===== src/rtl/sio_pkg.sv =====
package sio_pkg;
  localparam int unsigned IDX_DATA  = 0;
  localparam int unsigned IDX_LEVEL = 1;
  localparam int unsigned IDX_STAT  = 2;
  localparam int unsigned IDX_CTRL  = 3;
  localparam int unsigned IDX_RATE  = 4;

  localparam int unsigned NSRC   = 6;
  localparam int unsigned STAT_W = NSRC + 1;
  // which status sources are sticky (write-one-to-clear)
  localparam logic [NSRC-1:0] STICKY = 6'b111001;

  localparam int unsigned CTRL_W = 18;
  typedef struct packed {
    logic [1:0] idle_sel;   // [17:16]
    logic [6:0] offset;     // [15:9]
    logic       brk;        // [8]
    logic       err_en;     // [7]
    logic       rx_en;      // [6]
    logic       tx_en;      // [5]
    logic [2:0] rx_thr;     // [4:2]
    logic [1:0] tx_thr;     // [1:0]
  } ctrl_t;
endpackage


===== src/rtl/sio_baud_gen.sv =====
module sio_baud_gen #(
  parameter int unsigned RATE_W = 8
) (
  input  logic              clk,
  input  logic              rst,
  input  logic [RATE_W-1:0] rate_i,
  input  logic              restart_i,
  output logic              tick_o
);
  logic [RATE_W-1:0] cnt_q;
  logic              tick_q;

  always_ff @(posedge clk) begin
    if (rst || restart_i) begin
      cnt_q  <= '0;
      tick_q <= 1'b0;
    end else if (cnt_q == rate_i) begin
      cnt_q  <= '0;
      tick_q <= 1'b1;
    end else begin
      cnt_q  <= cnt_q + 1'b1;
      tick_q <= 1'b0;
    end
  end

  assign tick_o = tick_q;
endmodule


===== src/rtl/sio_irq_unit.sv =====
module sio_irq_unit
  import sio_pkg::*;
(
  input  logic              clk,
  input  logic              rst,
  input  logic [NSRC-1:0]   src_i,
  input  logic [NSRC-1:0]   clr_i,
  input  logic              en_tx_i,
  input  logic              en_rx_i,
  input  logic              en_err_i,
  output logic [STAT_W-1:0] status_o,
  output logic              irq_o
);
  logic [NSRC-1:0] flag;
  logic            irq_q;

  for (genvar i = 0; i < NSRC; i++) begin : g_src
    if (STICKY[i]) begin : g_sticky
      logic f_q;
      always_ff @(posedge clk) begin
        if (rst) f_q <= 1'b0;
        else     f_q <= src_i[i] | (f_q & ~clr_i[i]);
      end
      assign flag[i] = f_q;
    end else begin : g_level
      assign flag[i] = src_i[i];
    end
  end

  always_ff @(posedge clk) begin
    if (rst) irq_q <= 1'b0;
    else     irq_q <= (flag[0] & en_tx_i)
                    | ((flag[1] | flag[2]) & en_rx_i)
                    | ((flag[3] | flag[4] | flag[5]) & en_err_i);
  end

  assign status_o = {flag[0] & en_tx_i, flag};
  assign irq_o    = irq_q;
endmodule


===== src/rtl/sio_reg_file.sv =====
module sio_reg_file
  import sio_pkg::*;
#(
  parameter int unsigned ADDR_W = 5,
  parameter int unsigned DATA_W = 32,
  parameter int unsigned RATE_W = 8,
  parameter int unsigned LVL_W  = 8
) (
  input  logic              clk,
  input  logic              rst,
  input  logic              sel_i,
  input  logic              wr_i,
  input  logic [ADDR_W-1:0] addr_i,
  input  logic [DATA_W-1:0] wdata_i,
  output logic [DATA_W-1:0] rdata_o,
  input  logic [7:0]        rx_byte_i,
  input  logic              rx_ferr_i,
  input  logic              rx_brk_i,
  input  logic              rx_empty_i,
  input  logic [LVL_W-1:0]  rx_level_i,
  input  logic [LVL_W-1:0]  tx_level_i,
  input  logic [STAT_W-1:0] status_i,
  output logic              rx_pop_o,
  output logic              tx_push_o,
  output logic [7:0]        tx_byte_o,
  output logic [NSRC-1:0]   clr_o,
  output ctrl_t             ctrl_o,
  output logic [RATE_W-1:0] rate_o,
  output logic              rate_wr_o
);
  localparam int unsigned IDX_W = ADDR_W - 2;

  logic [IDX_W-1:0]  idx;
  logic              rd_en, wr_en;
  ctrl_t             ctrl_q;
  logic [RATE_W-1:0] rate_q;
  logic [DATA_W-1:0] rmux, rdata_q;

  assign idx   = addr_i[ADDR_W-1:2];
  assign rd_en = sel_i & ~wr_i;
  assign wr_en = sel_i &  wr_i;

  assign rx_pop_o  = rd_en & (idx == IDX_W'(IDX_DATA)) & ~rx_empty_i;
  assign tx_push_o = wr_en & (idx == IDX_W'(IDX_DATA));
  assign tx_byte_o = wdata_i[7:0];
  assign clr_o     = (wr_en && idx == IDX_W'(IDX_STAT)) ?
                     (wdata_i[NSRC-1:0] & STICKY) : '0;
  assign rate_wr_o = wr_en & (idx == IDX_W'(IDX_RATE));

  always_ff @(posedge clk) begin
    if (rst) begin
      ctrl_q <= '0;
      rate_q <= '1;
    end else begin
      if (wr_en && idx == IDX_W'(IDX_CTRL)) ctrl_q <= ctrl_t'(wdata_i[CTRL_W-1:0]);
      if (rate_wr_o)                        rate_q <= wdata_i[RATE_W-1:0];
    end
  end

  always_comb begin
    rmux = '0;
    case (idx)
      IDX_W'(IDX_DATA):  rmux[10:0] = {rx_brk_i, rx_ferr_i, rx_empty_i, rx_byte_i};
      IDX_W'(IDX_LEVEL): rmux[2*LVL_W-1:0] = {tx_level_i, rx_level_i};
      IDX_W'(IDX_STAT):  rmux[STAT_W-1:0] = status_i;
      IDX_W'(IDX_CTRL):  rmux[CTRL_W-1:0] = ctrl_q;
      IDX_W'(IDX_RATE):  rmux[RATE_W-1:0] = rate_q;
      default:           rmux = '0;
    endcase
  end

  always_ff @(posedge clk) begin
    if (rst)        rdata_q <= '0;
    else if (rd_en) rdata_q <= rmux;
    else            rdata_q <= '0;
  end

  assign rdata_o = rdata_q;
  assign ctrl_o  = ctrl_q;
  assign rate_o  = rate_q;
endmodule


===== src/rtl/sio_hs_regs.sv =====
module sio_hs_regs
  import sio_pkg::*;
#(
  parameter int unsigned ADDR_W = 5,
  parameter int unsigned DATA_W = 32,
  parameter int unsigned RATE_W = 8,
  parameter int unsigned LVL_W  = 8
) (
  input  logic              clk,
  input  logic              rst,
  input  logic              bus_sel,
  input  logic              bus_wr,
  input  logic [ADDR_W-1:0] bus_addr,
  input  logic [DATA_W-1:0] bus_wdata,
  output logic [DATA_W-1:0] bus_rdata,
  input  logic [7:0]        rx_byte,
  input  logic              rx_ferr,
  input  logic              rx_brk,
  input  logic              rx_empty,
  output logic              rx_pop,
  output logic              tx_push,
  output logic [7:0]        tx_byte,
  input  logic [LVL_W-1:0]  rx_level,
  input  logic [LVL_W-1:0]  tx_level,
  input  logic              ev_tx_req,
  input  logic              ev_ferr,
  input  logic              ev_brk,
  input  logic              ev_ovr,
  input  logic              rx_thresh,
  input  logic              rx_idle,
  output logic              irq,
  output logic              baud_tick,
  output logic              brk_force,
  output logic [6:0]        samp_offset,
  output logic [2:0]        rx_thr_sel,
  output logic [1:0]        tx_thr_sel,
  output logic [1:0]        idle_sel
);
  logic [STAT_W-1:0] status_w;
  logic [NSRC-1:0]   clr_w, src_w;
  ctrl_t             ctrl_w;
  logic [RATE_W-1:0] rate_w;
  logic              rate_wr_w;

  assign src_w = {ev_ovr, ev_brk, ev_ferr, rx_idle, rx_thresh, ev_tx_req};

  sio_reg_file #(.ADDR_W(ADDR_W), .DATA_W(DATA_W), .RATE_W(RATE_W), .LVL_W(LVL_W)) u_regs (
    .clk(clk), .rst(rst), .sel_i(bus_sel), .wr_i(bus_wr), .addr_i(bus_addr),
    .wdata_i(bus_wdata), .rdata_o(bus_rdata), .rx_byte_i(rx_byte), .rx_ferr_i(rx_ferr),
    .rx_brk_i(rx_brk), .rx_empty_i(rx_empty), .rx_level_i(rx_level), .tx_level_i(tx_level),
    .status_i(status_w), .rx_pop_o(rx_pop), .tx_push_o(tx_push), .tx_byte_o(tx_byte),
    .clr_o(clr_w), .ctrl_o(ctrl_w), .rate_o(rate_w), .rate_wr_o(rate_wr_w)
  );

  sio_irq_unit u_irq (
    .clk(clk), .rst(rst), .src_i(src_w), .clr_i(clr_w),
    .en_tx_i(ctrl_w.tx_en), .en_rx_i(ctrl_w.rx_en), .en_err_i(ctrl_w.err_en),
    .status_o(status_w), .irq_o(irq)
  );

  sio_baud_gen #(.RATE_W(RATE_W)) u_baud (
    .clk(clk), .rst(rst), .rate_i(rate_w), .restart_i(rate_wr_w), .tick_o(baud_tick)
  );

  assign brk_force   = ctrl_w.brk;
  assign samp_offset = ctrl_w.offset;
  assign rx_thr_sel  = ctrl_w.rx_thr;
  assign tx_thr_sel  = ctrl_w.tx_thr;
  assign idle_sel    = ctrl_w.idle_sel;
endmodule


===== config.mk =====
export PLATFORM = sky130hd
export DESIGN_NAME = sio_hs_regs
export DESIGN_NICKNAME = d
export VERILOG_FILES = /design/src/rtl/sio_pkg.sv /design/src/rtl/sio_baud_gen.sv /design/src/rtl/sio_irq_unit.sv /design/src/rtl/sio_reg_file.sv /design/src/rtl/sio_hs_regs.sv
export SDC_FILE = /design/constraint.sdc
export NUM_CORES = 1
export LEC_CHECK = 0
export BUFFER_PORTS_ARGS = -buffer_cell sky130_fd_sc_hd__buf_4
export CAP_MARGIN = 20
export CELL_PAD_IN_SITES_DETAIL_PLACEMENT = 0
export CELL_PAD_IN_SITES_GLOBAL_PLACEMENT = 2
export CORE_MARGIN = 1.5
export CORE_UTILIZATION = 26
export DETAILED_ROUTE_END_ITERATION = 8
export GPL_TIMING_DRIVEN = 0
export PLACE_DENSITY = 0.82
export SLEW_MARGIN = 40
export SYNTH_ARGS = -nofsm -noshare
export SYNTH_HDL_FRONTEND = slang
export SYNTH_SLANG_ARGS = --single-unit

===== constraint.sdc =====
create_clock -name clk -period 1.9 [get_ports clk]
set_input_delay 0.19 -clock clk [delete_from_list [all_inputs] [get_ports clk]]
set_output_delay 0.19 -clock clk [all_outputs]
set_load 0.02 [all_outputs]

[Word level (Yosys, flattened, before mapping)]
Cells that the tools add are included.
Storage, ports and cells
  bits of input ports: 74
  bits in registers: 72
  output and inout port bits: 59
Operators by class
  eq/ne operators: 5
  bitwise logic cells: 30
  reduce and logical (&&, ||, !) cells: 7
  mux-type cells: 6
  $add $sub $neg: 1
Operator list (number)
  case mux 7 bit (5 select lines): 1
  bitwise AND 1 bit: 13
  case mux 5 bit (2 select lines): 1
  bitwise OR 1 bit: 9
  case mux 3 bit (3 select lines): 1
  adder 8 x 1 -> 8 bit (second input constant): 1
  == test 8 bit: 1
  NOT 1 bit: 8
  == test 3 x 2 -> 1 bit (second input constant): 2
  two-way mux 6 bit: 1
  case mux 1 bit (4 select lines): 1
  OR reduction 2 bit: 2
  == test 3 x 1 -> 1 bit (second input constant): 1
  == test 3 bit (second input constant): 1
  zero test 3 bit: 1
  OR reduction 3 bit: 1
  logical AND 1 bit: 2
  logical OR 1 bit: 1
  two-way mux 1 bit: 1

[Logic depth before layout (Yosys ltp)]
Gate-level depths: netlist (run 1).
  depth in word-level cells: 6
  depth in mapped cells: 8

[Cells and area by module]
A second synthesis (run 1) with hierarchy kept.
Unflattened totals
  cell total of the unflattened synthesis: 324
  area total of the unflattened synthesis: 2946.6 µm²
By module, submodules not included
  sio_reg_file: area each 2209.6 µm², seq. area each 880.8 µm², times used 1, cells each 247
  sio_baud_gen: area each 505.5 µm², seq. area each 180.2 µm², times used 1, cells each 49
  sio_irq_unit: area each 231.5 µm², seq. area each 100.1 µm², times used 1, cells each 28

[Worst setup path after synthesis (run 1)]
No wires, ideal clock.
  path type: input -> output
  start: input bus_addr[3]
  end: output rx_pop
  path buffers: 2
  slack: 281 ps
  stages on the path: 4
  required time: 1710 ps
  data arrival time: 1429 ps
  cell sequence: buf_2 > or2_2 > clkbuf_1 > nor4_1
On the way
  word-level cells in the longest chain between the ends: 3
Ends and longest elaborated chain
  start, declared: RTL line sio_hs_regs.sv:13  | input logic [ADDR_W-1:0] bus_addr,
  zero test 3 bit: RTL line sio_reg_file.sv:43  | assign rx_pop_o = rd_en & (idx == IDX_W'(IDX_DATA)) & ~rx_empty_i;
  bitwise AND 1 bit (2 in a row): RTL line sio_reg_file.sv:43
  end, declared: RTL line sio_hs_regs.sv:20  | output logic rx_pop,
No other way between the ends.

[Worst setup path in the final report (run 1)]
  start: input bus_addr[3]
  end: register u_regs.ctrl_q, in the netlist u_regs.ctrl_o[0]
On the way
  word-level cells in the longest chain between the ends: 2
Ends and longest elaborated chain
  == test 3 x 2 -> 1 bit: RTL line sio_reg_file.sv:55  | if (wr_en && idx == IDX_W'(IDX_CTRL)) ctrl_q <= ctrl_t'(wdata_i[CTRL_W-1:0]);
  logical AND 1 bit: RTL line sio_reg_file.sv:55
  end signal, assigned: RTL line sio_reg_file.sv:55
  end, declared: RTL line sio_reg_file.sv:35  | ctrl_t ctrl_q;
No other way between the ends.
A chain may end at the register's enable or synchronous reset.

==> metrics.csv, run 1 <==
stage,metric,value,unit
flow_run,max_cap_viol_count,0,
routing,routedWlPerCell,14.7,um
global_routing,grt_pass1_wl,12200,um
min_path,hold_path.class,input port to register,
cts,cts.clk_slew.worst_paths,0.07,ns
logic_synthesis,synth_area,2690,um2
cts,htreeDepth,3,
critical_path,r2r_start,u_regs.rate_o[0],
cts,post_cts_buffers,0,
global_routing,gr-usage-met2,22.6,%
global_routing,grt_max_degree,11,
critical_path,startpoint_type,input port,
final_layout,antenna_cells,0,
critical_path,r2r_slack,0.45,ns
pwr,p_leak,1.85,nW
logic_synthesis,synth.distinct_cells,38,
global_routing,overflow,0,
logic_synthesis,yosys_warnings,0,
logic_synthesis,synth_edf_count,0,
pwr,power_density,726,nW/um2
placement,place.gp.congestion,0.784,
final_layout,fillCellCount,1042,
timing,setup_tns,0,ns
cts,numClockSinks,58,
logic_synthesis,synth_most_common_cell,dfxtp_1,
critical_path,cp.required,2.11,ns
logic_synthesis,ys_top_cells_by_count,"dfxtp_1 (58), nor2_1 (48), mux2i_1 (40), buf_4 (23)",
critical_path,crit_fanout,10,
pwr,power,2.80,mW
global_routing,grt_use_met3,3.31,%
die,dieArea,11000,um2
critical_path,worst-setup-path-type,input port to register,
run_status,status,"complete, no violations",
logic_synthesis,synthFlopType,dfxtp_1,
logic_synthesis,ys_ff_latch,58,
cts,cts-root-buf,clkbuf_8,
die,die_h,105,um
pwr,peakVddDrop,257,uV
timing,worst_pin_slew,0.799,ns
placement,dp.cells,532,
timing,rsz0062_at_grt,no,
cts,cts_buffers,9,
die,rows,36,
critical_path,reg2regPathDepth,4,
critical_path,crit_start,bus_addr[3],
cts,post_cts_resized,0,
die,boundaryPins,133,
routing,totalWireLength,8080,um
timing,fmax,585,MHz
global_routing,grt.busiest_layer,met2,
critical_path,worstReg2RegEnd,u_baud.cnt_q[7],
final_layout,final-seq-area,1160,um2
timing,fin_crit_sh,89.9,%
timing,setup_violations,0,
routing,drt_iter0_markers,40,
logic_synthesis,synth_seq_area_share,43.1,%
routing,drc,0,
global_routing,grt_pass1_vias,2255,
final_layout,area_growth,43.1,%
logic_synthesis,synth_area_per_cell,9.41,um2
routing,routed_via_density,4.36,
cts,cts_buffer_depth,2,
logic_synthesis,synth_area_leaders,"dfxtp_1 (43%), mux2i_1 (15%), nor2_1 (6.7%), buf_4 (6.4%), xor2_1 (3.6%)",
logic_synthesis,synthCells,286,
global_routing,antenna_found_initial,0,
timing,drv_slew,0,
final_layout,final_cells,548,
critical_path,endpoint,u_regs.ctrl_o[0],
cts,clk_latency,0.34,ns
die,die_x,105,um
placement,io_buffers,100,
placement,place_area,3660,um2
logic_synthesis,synth.top_cell.area_share,43.1,%
final_layout,multi_input_area,1310,um2
global_routing,use_met1,19.0,%
final_layout,utilization,38.9,%
final_layout,drive_gt1_share,35.7,%
critical_path,endpoint_kind,register,
cts,cts_tree,done,
routing,dr_total_vias,2388,
timing,clock_skew,0.00978,ns
timing,min_period,1.71,ns
critical_path,worstPathArrival,1.92,ns
final_layout,final_area,3850,um2
routing,ant_nets,0,
cts,cts_hold_buf,0,
timing,slew_headroom,46.7,%
logic_synthesis,synth_largest_area_cell,dfxtp_1,
routing,first_pass_iters,4,
placement,dp_hpwl,6200,um
final_layout,layout.nets,485,
die,coreArea,9910,um2
global_routing,track_usage,14.8,%
timing,hold_viol,0,
logic_synthesis,ys_async_sr_fraction,0,%
die,initial_core_util,27.2,%
power breakdown:
part / total, mW / internal [mW] / switching, mW
clock network: 1.14 / 0.637 / 0.503
logic: 0.396 / 0.199 / 0.197
registers: 1.26 / 1.24 / 0.0218
flip-flops by register name, summed over array words and instances (netlist names):
register / flops
u_regs.rdata_o: 18
u_baud.tick_o: 1
u_irq.g_src.g_sticky.f_q: 4
u_regs.rate_o: 8
u_irq.irq_o: 1
u_regs.ctrl_o: 18
u_baud.cnt_q: 8
cells in the final DEF (no fill, tap or decap), types with 2 or more instances in the layout:
master    count
and2_1        4
xnor2_1       3
nor3_1        2
a21oi_1       4
o21ai_0       5
nand3_1      11
inv_1         2
a31oi_1       8
clkbuf_1     10
nand4_1       2
dfxtp_1      58
nor2b_1      11
and4_1        2
nor4_1        2
a211o_1       8
conb_1       14
clkbuf_8     10
o22ai_1       7
clkinv_2      3
nand2b_1      2
buf_4       123
nor2_1       48
and3_1        2
buf_2         3
xor2_1       11
nand2_1       2
nand3b_1      2
buf_6         3
mux2i_1      40
metal layers:
layer,up-vias,routed length (um)
met5,-,0
li1,1200,-
met4,0,284
met2,84,3600
met3,21,459
met1,1083,3730
cells by family (layout without fill, tap and decap cells):
logic type               count (synthesis)  count (layout)  share of synthesized area, %
adder cells (fa/ha/maj)                  1               1                         0.465
other                                    1              14                         0.139
AND/OR/NAND/NOR                         95              95                          17.5
buffers and inverters                   41             157                          9.90
AO/OA/AOI/OAI                           36              36                          9.48
flip-flops                              58              58                          43.1
multiplexers                            40              40                          14.9
XOR/XNOR                                14              14                          4.55
area by class of cell:
type	instances	share of cell area, %
Multi-Input combinational cell	200	34.1
Sequential cell	58	30.1
Clock inverter	5	1.40
Buffer	39	6.72
Clock buffer	11	3.67
Tap cell	133	4.32
Inverter	2	0.195
Timing Repair Buffer	100	19.5
through the flow:
stage	setup slack (ns)	hold WS, ns
final	0.192	0.0563
after global routing	0.0499	0.0587
after CTS	0.226	0.0400
after detailed placement	-0.122	0.409
after global placement	-0.118	0.398
after floorplan	0.281	0.307
worst min path at each step:
stage	end	cells past startpoint	startpoint	slack, ns
2_1_floorplan	u_irq.g_src[0].g_sticky.f_q	2	ev_tx_req	0.31
3_3_place_gp	u_irq.g_src[0].g_sticky.f_q	3	ev_tx_req	0.40
3_5_place_dp	u_irq.g_src[3].g_sticky.f_q	3	ev_ferr	0.41
4_1_cts	u_irq.g_src[3].g_sticky.f_q	3	ev_ferr	0.04
5_1_grt	u_irq.g_src[4].g_sticky.f_q	3	ev_brk	0.06
6_report	u_irq.g_src[4].g_sticky.f_q	3	ev_brk	0.06
worst max-delay path, stage by stage:
cell	delay [ns]
buf_4	0.08
buf_2	0.19
nor2b_1	0.54
nand4_1	0.15
buf_2	0.25
buf_2	0.27
mux2i_1	0.18
nor2_1	0.05
(Power assumes the default switching activity.)
==> run 2, diff against run 1 <==
--- a/config.mk
+++ b/config.mk
@@ -6,14 +6,15 @@
 export NUM_CORES = 1
 export LEC_CHECK = 0
 export BUFFER_PORTS_ARGS = -buffer_cell sky130_fd_sc_hd__buf_4
-export CAP_MARGIN = 20
 export CELL_PAD_IN_SITES_DETAIL_PLACEMENT = 0
 export CELL_PAD_IN_SITES_GLOBAL_PLACEMENT = 2
+export CORE_ASPECT_RATIO = 1.4
 export CORE_MARGIN = 1.5
 export CORE_UTILIZATION = 26
 export DETAILED_ROUTE_END_ITERATION = 8
 export GPL_TIMING_DRIVEN = 0
 export PLACE_DENSITY = 0.82
+export RECOVER_POWER = 100
 export SLEW_MARGIN = 40
 export SYNTH_ARGS = -nofsm -noshare
 export SYNTH_HDL_FRONTEND = slang
==> metrics.csv, run 2 (synthesis results as in run 1) <==
stage,metric,value,unit
critical_path,worstPathArrival,2.05,ns
global_routing,antenna_found_initial,0,
die,initial_core_util,26.9,%
timing,rsz0062_at_grt,no,
cts,clk_latency,0.33,ns
die,coreArea,10000,um2
cts,cts_hold_buf,0,
critical_path,cp_common_cell,clkbuf_1,
global_routing,grt_pass1_wl,12000,um
routing,routed_via_density,4.33,
timing,fin_crit_sh,93.6,%
routing,ant_nets,0,
placement,dp_hpwl,6340,um
timing,worst_pin_slew,0.744,ns
cts,post_cts_resized,0,
critical_path,r2r_slack,0.46,ns
pwr,peakVddDrop,391,uV
cts,htreeDepth,3,
final_layout,antenna_cells,0,
cts,cts_buffer_depth,2,
timing,fmax,562,MHz
cts,numClockSinks,58,
final_layout,area_growth,40.1,%
critical_path,cpMaxStageDelayCell,a311o_4,
timing,clock_skew,0.00586,ns
global_routing,grt_max_degree,11,
min_path,hp-start,ev_ovr,
routing,drt_iter0_markers,114,
run_status,status,"complete, no violations",
timing,setup_tns,0,ns
critical_path,crit_fanout,10,
flow_run,max_cap_viol_count,0,
critical_path,crit_chain,clkbuf_1 -> and3b_1 -> clkbuf_1 -> and3_4 -> buf_6 -> clkbuf_1 -> a311o_4 -> nor2_1,
routing,routedWlPerCell,14.7,um
timing,hold_viol,0,
placement,io_buffers,100,
final_layout,layout.nets,485,
placement,place_area,3660,um2
die,dieArea,11000,um2
critical_path,reg2regPathDepth,4,
cts,post_cts_buffers,0,
cts,cts.clk_slew.worst_paths,0.05,ns
critical_path,worstReg2RegEnd,u_baud.cnt_q[2],
critical_path,r2r_start,u_baud.cnt_q[0],
routing,first_pass_iters,4,
final_layout,drive_gt1_share,23.6,%
critical_path,max_stage_delay,0.48,ns
min_path,hold_end,u_irq.g_src[5].g_sticky.f_q,
final_layout,final_cell_mix,"buf_4 (77), clkbuf_1 (61), dfxtp_1 (58)",
pwr,power_density,864,nW/um2
cts,cts_tree,done,
global_routing,grt_pass1_vias,2306,
final_layout,fillCellCount,1076,
cts,cts_buffers,9,
final_layout,final-seq-area,1160,um2
critical_path,cp.required,2.17,ns
routing,totalWireLength,8070,um
timing,setup_violations,0,
min_path,hold_path.class,input port to register,
routing,drc,0,
placement,place.gp.congestion,0.783,
timing,drv_slew,0,
timing,slew_headroom,50.4,%
critical_path,worst-setup-path-type,input port to register,
cts,cts-root-buf,clkbuf_16,
die,die_h,123,um
pwr,p_leak,1.69,nW
min_path,min_path_cells,3,
final_layout,multi_input_area,1310,um2
critical_path,startpoint_type,input port,
timing,min_period,1.78,ns
final_layout,utilization,37.7,%
die,rows,43,
final_layout,layout_commonest_cell,buf_4,
final_layout,final_area,3770,um2
die,die_x,89.0,um
timing,holdWs,0.0645,ns
routing,dr_total_vias,2381,
global_routing,overflow,0,
die,boundaryPins,133,
critical_path,endpoint_kind,register,
global_routing,track_usage,15.2,%
[run 2: cell types whose count changed in the layout (fill, tap and decap cells not counted)]
cell | previous run | this run
and2_0 | 0 | 3
buf_4 | 123 | 77
clkinv_2 | 3 | 1
buf_1 | 1 | 0
buf_6 | 3 | 1
clkinv_4 | 1 | 0
clkbuf_16 | 0 | 9
clkbuf_1 | 10 | 61
and2_1 | 4 | 1
clkbuf_8 | 10 | 2
[run 2: report_power, final]
part	switching, mW	leakage, nW	internal (mW)
clock network	0.534	0.147	1.08
registers	0.0206	0.470	1.24
logic	0.197	1.08	0.182
[run 2: worst max-delay path by stage]
stage | startpoint | to | cells after the start
global placement | bus_addr[3] | u_regs.ctrl_o[2] | 8
finish | bus_addr[2] | u_baud.cnt_q[2] | 8
CTS | bus_addr[3] | u_regs.ctrl_o[5] | 8
global route | bus_addr[3] | u_regs.ctrl_o[8] | 8
detailed placement | bus_addr[3] | u_regs.ctrl_o[2] | 8
floorplan | bus_addr[3] | rx_pop | 4
[run 2: routing by layer]
metal	share of wire (%)	global-route usage (%)	routed length [um]	vias up
li1	-	-	-	1202
met1	41	17.3	3290	1086
met2	51	25.7	4100	79
met3	5.4	3.27	435	14
met4	3.1	9.42	247	0
met5	0	0	0	-
[run 2: per-stage QoR]
stage	cells	setup slack, ns	total power, mW
floorplan	299	0.281	1.51
global placement	534	-0.154	1.68
detailed placement	534	-0.184	1.69
CTS	550	0.162	3.32
global route	550	0.00380	3.39
finish	550	0.122	3.26
[run 2: cell type report]
type,count,share of cell area (%)
buffer,39,6.37
clock buffer,14,7.00
inverter,2,0.199
tap,135,4.48
clock inverter,2,0.929
timing repair buffer,100,15.4
multi-input combinational,200,34.8
sequential,58,30.8
[run 2: worst max-delay path: cells and delay by family]
family / cells / cell delay (ns)
buf+inv: 4 / 0.80
compound gates: 1 / 0.48
simple gates: 3 / 0.58
==> run 3, diff against run 2 <==
--- a/config.mk
+++ b/config.mk
@@ -13,6 +13,7 @@
 export CORE_UTILIZATION = 26
 export DETAILED_ROUTE_END_ITERATION = 8
 export GPL_TIMING_DRIVEN = 0
+export MAX_ROUTING_LAYER = met4
 export PLACE_DENSITY = 0.82
 export RECOVER_POWER = 100
 export SLEW_MARGIN = 40
==> metrics.csv, run 3 (synthesis results as in run 1) <==
stage,metric,value,unit
run_status,status,"complete, no violations",
critical_path,cp_common_cell,clkbuf_1,
critical_path,startpoint_type,input port,
cts,cts_buffers,9,
cts,cts_hold_buf,0,
global_routing,overflow,0,
pwr,p_switching,0.749,mW
pwr,peakVddDrop,390,uV
global_routing,grt_max_degree,11,
timing,hold_viol,0,
die,coreArea,10000,um2
placement,dp_slack,-0.184,ns
final_layout,final_area,3770,um2
critical_path,worst-setup-path-type,input port to register,
cts,post_cts_buffers,0,
pwr,p_int,2.51,mW
critical_path,endpoint_kind,register,
placement,dp.cells,534,
critical_path,crit_fanout,10,
pwr,p_leak,1.69,nW
pwr,seq_power_share,38.8,%
cts,cts-root-buf,clkbuf_16,
routing,dr_total_vias,2382,
die,rows,43,
cts,numClockSinks,58,
cts,cts_tree,done,
routing,drc,0,
pwr,p_clk_share,49.6,%
global_routing,antenna_found_initial,0,
min_path,hold_path.class,input port to register,
timing,drv_slew,0,
timing,min_period,1.79,ns
die,boundaryPins,133,
placement,place.gp.congestion,0.794,
critical_path,crit_chain,clkbuf_1 -> and3b_1 -> clkbuf_1 -> and3_4 -> buf_6 -> clkbuf_1 -> a311o_4 -> nor2_1,
timing,setup_tns,0,ns
critical_path,r2r_start,u_baud.cnt_q[0],
placement,io_buffers,100,
cts,htreeDepth,3,
final_layout,antenna_cells,0,
cts,cts_buffer_depth,2,
die,initial_core_util,26.9,%
timing,slew_headroom,50.3,%
critical_path,cpMaxStageDelayCell,a311o_4,
pwr,netSwitchingFraction,23.0,%
final_layout,final_cell_mix,"buf_4 (77), clkbuf_1 (61), dfxtp_1 (58)",
timing,fin_crit_sh,94.3,%
routing,routed_via_density,4.33,
cts,post_cts_resized,0,
die,die_h,123,um
final_layout,area_growth,40.1,%
placement,place_area,3660,um2
routing,totalWireLength,8050,um
final_layout,utilization,37.7,%
timing,setup_violations,0,
pwr,power_density,864,nW/um2
die,die_x,89.0,um
global_routing,track_usage,15.7,%
routing,drt_iter0_markers,105,
critical_path,worstPathArrival,2.06,ns
critical_path,max_stage_delay,0.48,ns
cts,clk_latency,0.33,ns
final_layout,final_cells,550,
global_routing,grt_pass1_wl,12000,um
final_layout,fillCellCount,1076,
timing,rsz0062_at_grt,no,
critical_path,cp.required,2.17,ns
timing,worst_pin_slew,0.746,ns
timing,clock_skew,0.00614,ns
min_path,hp-start,ev_ovr,
routing,first_pass_iters,4,
die,dieArea,11000,um2
final_layout,layout.nets,485,
routing,ant_nets,0,
cts,cts.clk_slew.worst_paths,0.05,ns
flow_run,max_cap_viol_count,0,
timing,fmax,558,MHz
pwr,pwr-share-comb,11.6,%
placement,dp_hpwl,6340,um
global_routing,grt_pass1_vias,2307,
final_layout,drive_gt1_share,23.6,%
routing,routedWlPerCell,14.6,um
final_layout,layout_commonest_cell,buf_4,
critical_path,crit_start,bus_addr[2],
timing,setup_ws,0.108,ns
## run 3: cell counts in the layout (fill, tap and decap cells not counted)
No cell type changed its count.
## run 3: final cells by class
cell class	count	area (um2)	area share [%]
flip-flops and latches	58	1160	30.8
plain buffers	39	240	6.37
well taps	135	169	4.48
clock buffers	14	264	7.00
clock inverters	2	35.0	0.929
inverters	2	7.51	0.199
multi-input cells	200	1310	34.8
repair buffers	100	582	15.4
## run 3: through the flow
stage	total power [mW]	hold slack, ns
after detailed placement	1.69	0.402
after floorplan	1.51	0.307
after global routing	3.39	0.0588
after CTS	3.32	0.0574
final	3.26	0.0643
after global placement	1.68	0.395
## run 3: final timing paths
kind,end,slack [ns],cells past startpoint
worst min-delay path,u_irq.g_src[5].g_sticky.f_q,0.06,3
worst min register to register,u_baud.cnt_q[0],0.50,1
worst max-delay path,u_baud.cnt_q[2],0.11,8
worst max register to register,u_baud.cnt_q[2],0.46,4
## run 3: power groups by stage
stage / logic, mW / registers (mW) / clock network (mW)
2_1_floorplan: 0.215 / 1.29 / 0
3_3_place_gp: 0.395 / 1.29 / 0
3_5_place_dp: 0.399 / 1.29 / 0
4_1_cts: 0.400 / 1.26 / 1.65
5_1_grt: 0.411 / 1.27 / 1.72
6_report: 0.379 / 1.26 / 1.61
## run 3: worst max-delay path, delay by kind of cell
kind	cells	cell delay, ns
simple gates	3	0.58
buf+inv	4	0.81
compound gates	1	0.48
## run 3: metal layers
metal / vias to the layer above / GRT usage [%] / part of all wire, %
met2: 83 / 25.7 / 51
met1: 1086 / 17.5 / 40
met4: 0 / 9.42 / 3.0
li1: 1199 / - / -
met5: - / - / 0
met3: 14 / 3.07 / 5.6
